**src/rtl/agen_pkg.sv**
```systemverilog
package agen_pkg;

  typedef enum logic [1:0] {
    SLOT_BASE   = 2'b00,
    SLOT_FIRST  = 2'b01,
    SLOT_LAST   = 2'b10,
    SLOT_LAUNCH = 2'b11
  } agenSlot_e;

  typedef struct packed {
    logic ldBase;
    logic ldFirst;
    logic ldLast;
    logic ldAcc;
    logic incAcc;
  } agenStrobes_t;

  typedef struct packed {
    logic firstLeLast;
    logic nextOver;
  } agenStatus_t;

endpackage

```
**src/rtl/agen_ctrl.sv**
```systemverilog
module agen_ctrl
  import agen_pkg::*;
#(
  parameter int SYS_AW = 4
) (
  input  logic              clk,
  input  logic              rstN,
  input  logic              sysWrEn,
  input  logic [SYS_AW-1:0] sysAddr,
  input  logic              accessDone,
  input  agenStatus_t       status,
  output agenStrobes_t      strobes,
  output logic              busy
);

  typedef enum logic {ST_IDLE = 1'b0, ST_WALK = 1'b1} walkState_e;

  walkState_e state;
  walkState_e stateNext;
  agenSlot_e  slot;
  logic       wrOk;
  logic       launchOk;
  logic       lastStep;

  assign slot     = agenSlot_e'(sysAddr[SYS_AW-1 -: 2]);
  assign wrOk     = sysWrEn && (state == ST_IDLE);
  assign launchOk = wrOk && (slot == SLOT_LAUNCH) && status.firstLeLast;
  assign lastStep = (state == ST_WALK) && accessDone && status.nextOver;

  always_comb begin
    strobes         = '0;
    strobes.ldBase  = wrOk && (slot == SLOT_BASE);
    strobes.ldFirst = wrOk && (slot == SLOT_FIRST);
    strobes.ldLast  = wrOk && (slot == SLOT_LAST);
    strobes.ldAcc   = launchOk;
    strobes.incAcc  = (state == ST_WALK) && accessDone && !status.nextOver;
  end

  always_comb begin
    stateNext = state;
    unique case (state)
      ST_IDLE: if (launchOk) stateNext = ST_WALK;
      ST_WALK: if (lastStep) stateNext = ST_IDLE;
      default: stateNext = ST_IDLE;
    endcase
  end

  always_ff @(posedge clk) begin
    if (!rstN) state <= ST_IDLE;
    else       state <= stateNext;
  end

  assign busy = (state == ST_WALK);


  last_step_drop_chk: assert property (@(posedge clk) disable iff (!rstN)
    (busy && accessDone && status.nextOver) |=> !busy);


  empty_window_chk: assert property (@(posedge clk) disable iff (!rstN)
    (!busy && sysWrEn && slot == SLOT_LAUNCH && !status.firstLeLast) |=> !busy);


  busy_hold_chk: assert property (@(posedge clk) disable iff (!rstN)
    (busy && !accessDone) |=> busy);

endmodule

```
**src/rtl/agen_dpath.sv**
```systemverilog
module agen_dpath
  import agen_pkg::*;
#(
  parameter int ADDR_W = 16,
  parameter int OFS_W  = 8
) (
  input  logic              clk,
  input  logic              rstN,
  input  logic [ADDR_W-1:0] sysData,
  input  agenStrobes_t      strobes,
  output agenStatus_t       status,
  output logic [ADDR_W-1:0] memAddr,
  output logic [OFS_W-1:0]  curOfs,
  output logic [OFS_W-1:0]  firstOfs,
  output logic [OFS_W-1:0]  lastOfs,
  output logic [ADDR_W-1:0] baseAddr
);

  localparam int NEXT_W = OFS_W + 1;

  logic [NEXT_W-1:0] accPlus;
  logic [ADDR_W-1:0] accExt;

  always_ff @(posedge clk) begin
    if (!rstN) begin
      baseAddr <= '0;
      firstOfs <= '0;
      lastOfs  <= '0;
      curOfs   <= '0;
    end else begin
      if (strobes.ldBase)  baseAddr <= sysData;
      if (strobes.ldFirst) firstOfs <= sysData[OFS_W-1:0];
      if (strobes.ldLast)  lastOfs  <= sysData[OFS_W-1:0];
      if (strobes.ldAcc)       curOfs <= firstOfs;
      else if (strobes.incAcc) curOfs <= accPlus[OFS_W-1:0];
    end
  end

  assign accPlus = {1'b0, curOfs} + NEXT_W'(1);

  always_comb begin
    status             = '0;
    status.firstLeLast = (firstOfs <= lastOfs);
    status.nextOver    = (accPlus > {1'b0, lastOfs});
  end

  always_comb begin
    accExt              = '0;
    accExt[OFS_W-1:0]   = curOfs;
  end

  assign memAddr = baseAddr + accExt;


  idle_offset_hold_chk: assert property (@(posedge clk) disable iff (!rstN)
    (!strobes.ldAcc && !strobes.incAcc) |=> $stable(curOfs));

endmodule

```
**src/rtl/bounded_offset_agen.sv**
```systemverilog
module bounded_offset_agen
  import agen_pkg::*;
#(
  parameter int ADDR_W = 16,
  parameter int OFS_W  = 8,
  parameter int SYS_AW = 4
) (
  input  logic              clk,
  input  logic              rstN,
  input  logic              sysWrEn,
  input  logic [SYS_AW-1:0] sysAddr,
  input  logic [ADDR_W-1:0] sysData,
  input  logic              accessDone,
  output logic              busy,
  output logic [ADDR_W-1:0] memAddr
);

  agenStrobes_t      strobes;
  agenStatus_t       status;
  logic [OFS_W-1:0]  curOfs;
  logic [OFS_W-1:0]  firstOfs;
  logic [OFS_W-1:0]  lastOfs;
  logic [ADDR_W-1:0] baseAddr;

  agen_ctrl #(.SYS_AW(SYS_AW)) u_ctrl (
    .clk(clk), .rstN(rstN), .sysWrEn(sysWrEn), .sysAddr(sysAddr),
    .accessDone(accessDone), .status(status), .strobes(strobes), .busy(busy)
  );

  agen_dpath #(.ADDR_W(ADDR_W), .OFS_W(OFS_W)) u_dpath (
    .clk(clk), .rstN(rstN), .sysData(sysData), .strobes(strobes),
    .status(status), .memAddr(memAddr), .curOfs(curOfs),
    .firstOfs(firstOfs), .lastOfs(lastOfs), .baseAddr(baseAddr)
  );


  window_bound_chk: assert property (@(posedge clk) disable iff (!rstN)
    busy |-> (curOfs >= firstOfs && curOfs <= lastOfs));


  launch_first_chk: assert property (@(posedge clk) disable iff (!rstN)
    $rose(busy) |-> (curOfs == firstOfs));


  step_one_chk: assert property (@(posedge clk) disable iff (!rstN)
    (busy && accessDone && curOfs != lastOfs) |=> (curOfs == $past(curOfs) + OFS_W'(1)));


  presets_frozen_chk: assert property (@(posedge clk) disable iff (!rstN)
    busy |=> ($stable(baseAddr) && $stable(firstOfs) && $stable(lastOfs)));

endmodule

```
**config.mk**
```make
export PLATFORM = sky130hd
export DESIGN_NAME = bounded_offset_agen
export DESIGN_NICKNAME = d
export VERILOG_FILES = /design/src/rtl/agen_pkg.sv /design/src/rtl/agen_ctrl.sv /design/src/rtl/agen_dpath.sv /design/src/rtl/bounded_offset_agen.sv
export SDC_FILE = /design/constraint.sdc
export NUM_CORES = 1
export LEC_CHECK = 0
export BUFFER_PORTS_ARGS = -buffer_cell sky130_fd_sc_hd__buf_2
export CELL_PAD_IN_SITES_DETAIL_PLACEMENT = 1
export CELL_PAD_IN_SITES_GLOBAL_PLACEMENT = 1
export CORE_ASPECT_RATIO = 1.2
export CORE_MARGIN = 10
export CORE_UTILIZATION = 39
export CTS_BUF_LIST = sky130_fd_sc_hd__clkbuf_4 sky130_fd_sc_hd__clkbuf_8 sky130_fd_sc_hd__clkbuf_16
export CTS_CLUSTER_SIZE = 30
export DETAILED_ROUTE_END_ITERATION = 10
export PLACE_DENSITY_LB_ADDON = 0.1
export SYNTH_ARGS = -nofsm -noshare
export SYNTH_HDL_FRONTEND = slang
export SYNTH_HIERARCHICAL = 1
export SYNTH_SLANG_ARGS = --single-unit
```
**constraint.sdc**
```tcl
create_clock -name clk -period 3 [get_ports clk]
set_input_delay 0.6 -clock clk [delete_from_list [all_inputs] [get_ports clk]]
set_output_delay 0.6 -clock clk [all_outputs]
set_load 0.1 [all_outputs]
```
==> metrics <==
status=finished with violations; failing checks=setup timing; gr usage total=14.5%; ANT nets after route=0; Total Power=1.38 mW; die area=11400 um2; Yosys reg bits=41; number of flops mapped to enable cells by yosys=0; Simple-Gate Fraction of Synth Area=25.3%; worst path arrival time=3.27 ns; syn nets=roughly 390; sequential fraction of design power=42.6%; Hold Crit Start=u_dpath/lastOfs[5]; Sw Share=between 30% and 40%; Initial Util=40.2%; total core area=7270 um2; worst r2r path cells=14; share of post-route cells with drive strength above 1=28.9%; root buffer cell=clkbuf_8; worst reg2reg path endpoint=u_dpath/curOfs[7]; # setup viols final=4; Remaining DRCs=0; internal power=0.900 mW; worst slew pin tran=0.617 ns; Post-CTS Hold Buffers=0; Pins Over Slew Limit=0; Min-Delay Path Class=reg -> reg; clock sinks=41; NumNets Final=447; most common cell after layout, fill and taps aside=nor2b_1; power per cell area=357 nW/um2; period utilization=102%; r2r setup slk=-0.07 ns; post-synth top area share=28.0%; CTS tree=yes; chip height=around 110 um; min Tclk post-route=3.07 ns; RR Startpoint=u_dpath/curOfs[0]; WL final=8.43 mm; Gate power share=30.5%; Post-Synth XOR/XNOR Area=between 5 and 6%; Skew-Pair Late Insertion Delay=about 0.30 ns; initial antenna violation count=0; DR WL/cell=roughly 17 um; largest family of logic cells by synthesized area=simple AND/OR/NAND/NOR gates; unrepaired setup endpoints after global routing=yes; Layout area overhead=32.4%; ys flop type=dfxtp_1; hold slack=0.521 ns; DR iter-0 viols=75; vias per cell=between 5 and 6; Async S/R FF share, synth=0%; first-pass GRT wire length=approximately 14 mm; vias in the first global route=between 2000 and 3000; Synth area leader=dfxtp_1; maximum vdd ir drop=about 0.18 mV; compound-cell area share of the yosys netlist=13.2%; RD Place Congestion=between 0.8 and 0.9; 1st-pass router iterations=4; Reg clk slew, reported paths=around 0.09 ns; CP Launch Type=flop; CTS H-tree depth=2; Worst Path Class, Setup=reg -> reg; Final Hold Viols=0; Top Ports=41; slowest stage cell, crit path=dfxtp_2; Die Wd=99.1 um; ANT cells=0; Critical Path RT=~3.2 ns; Seq/Total Area, Yosys=28.0%; top cells by area, synth=dfxtp_1 28%, mux2i_1 12%, ha_1 11%, nor2b_1 8.3%, xor2_1 3.0%; Synth Instances=341; fmax=0.325 GHz; I/O Buffers=38; most frequent cells in the layout=39 x nor2b_1, 36 x dfxtp_1, 36 x mux2i_1; Hold Path Stages=2; Num CTS Buffers=5; Worst path max stage delay=0.36 ns; Crit Path Max Fanout=3; pin count of the biggest net entering global routing=43; DR vias=~2600; row cnt=34; max_slew headroom=58.8%; synth unique cells=47; leakage=1.57 nW; Clk pwr share=between 20% and 30%; worst path cell trace=ha_4 > and3_4 > nand3_4 > xnor2_2 > ha_1 > a211oi_2 > o211ai_1 > a31oi_1 > o32ai_2 > and3b_2 > nand4_1 > buf_4 > o21a_1 > o311a_1; Worst Skew=0.0115 ns; post-synthesis cell area=2930 um2; Adder-Cell Fraction of Synth Area=11.4%; Psw=roughly 0.48 mW; critical path endpoint category=flop; global route overflow=0; max_cap viols=0; Ys Warns=6; Worst Hold End=u_dpath/lastOfs[5]; worst setup margin=-0.0742 ns; mux contribution to synthesized area=approximately an eighth; Avg Cell Area, Syn=8.58 um2; hpwl dp=6.33 mm; clk buf depth=2
routing by layer:
layer  global-route usage, %  vias to the layer above  share of wire (%)
met5                       0                        -                  0
met4                    4.88                        0                2.1
met3                    2.28                       14                2.0
met2                    27.1                       28                 53
met1                    16.1                     1273                 42
li1                        -                     1318                  -
sequential cells by signal, indices dropped and copies added (netlist names):
signal,cells
u_dpath/baseAddr,16
u_dpath/curOfs,8
u_dpath/firstOfs,8
u_dpath/lastOfs,8
u_ctrl/busy,1
what timing repair did:
action | 4_1_cts | 5_1_grt
pin swaps | 12 | 20
gates resized for setup | 19 | 20
buffers inserted | 4 | 4
setup endpoints to repair | 10 | 15
per-stage QoR:
step                cell area [um2]  std cells  worst slack [ns]  TNS [ns]  util [%]
finish                         3870        488           -0.0742    -0.176      53.3
global route                   3870        488            -0.211     -1.37      53.3
CTS                            3760        484           -0.0496    -0.122      51.8
detailed placement             3570        472           -0.0517   -0.0802      49.1
global placement               3570        472          -0.00290  -0.00290      49.1
floorplan                      3040        341            -0.212    -0.621         -
synthesized netlist by cell type (all sizes together) (2+ instances only):
| master | count |
|---|---|
| a2111oi | 2 |
| xor2 | 10 |
| dfxtp | 41 |
| a21oi | 17 |
| nand2 | 19 |
| nor4 | 3 |
| or4 | 2 |
| inv | 12 |
| o211ai | 5 |
| xnor2 | 8 |
| nor2b | 39 |
| o21a | 2 |
| nor3 | 5 |
| nand4 | 9 |
| clkbuf | 11 |
| buf | 8 |
| and2 | 6 |
| nand4b | 2 |
| nand3 | 17 |
| a211oi | 2 |
| nand2b | 3 |
| mux2i | 36 |
| a21o | 8 |
| ha | 25 |
| nor2 | 10 |
| and3 | 5 |
| o21ai | 17 |
area by class of cell:
cell class	instances	area (um2)
fill	835	3400
sequential	41	830
tap	90	113
clock buffer	6	76.3
multi-input combinational	269	2190
timing repair buffer	68	606
inverter	12	45.0
clock inverter	2	10.0
how the worst max path moves through the flow:
stage / cells past startpoint / to / from / slack (ns)
CTS: 15 / u_dpath/curOfs[3] / u_dpath/curOfs[1] / -0.05
finish: 14 / u_dpath/curOfs[7] / u_dpath/curOfs[0] / -0.07
floorplan: 7 / memAddr[8] / u_dpath/curOfs[7] / -0.21
detailed placement: 13 / u_dpath/curOfs[7] / u_dpath/curOfs[0] / -0.05
global placement: 13 / u_dpath/curOfs[7] / u_dpath/curOfs[0] / -0.003
global route: 15 / u_dpath/curOfs[7] / u_dpath/curOfs[0] / -0.21
cell families after synthesis:
kind of cell,count (synthesis)
mux,36
flops,41
fa+ha+maj,26
buf+inv,31
simple gates,128
compound gates,61
xor+xnor,18
power groups by stage:
stage	clock network (mW)	registers, mW	logic (mW)
2_1_floorplan	0	0.599	0.276
3_3_place_gp	0	0.600	0.393
3_5_place_dp	0	0.601	0.400
4_1_cts	0.387	0.588	0.417
5_1_grt	0.407	0.593	0.451
6_report	0.372	0.589	0.421
worst max-delay path, delay by kind of cell, from the launching register on:
kind	cells	cell delay, ns
AO/OA/AOI/OAI	6	1.14
AND/OR/NAND/NOR	4	0.73
adder cells (fa/ha/maj)	2	0.44
flip-flops	1	0.36
buffers and inverters	1	0.16
XOR/XNOR	1	0.14
(Power assumes the default switching activity.)
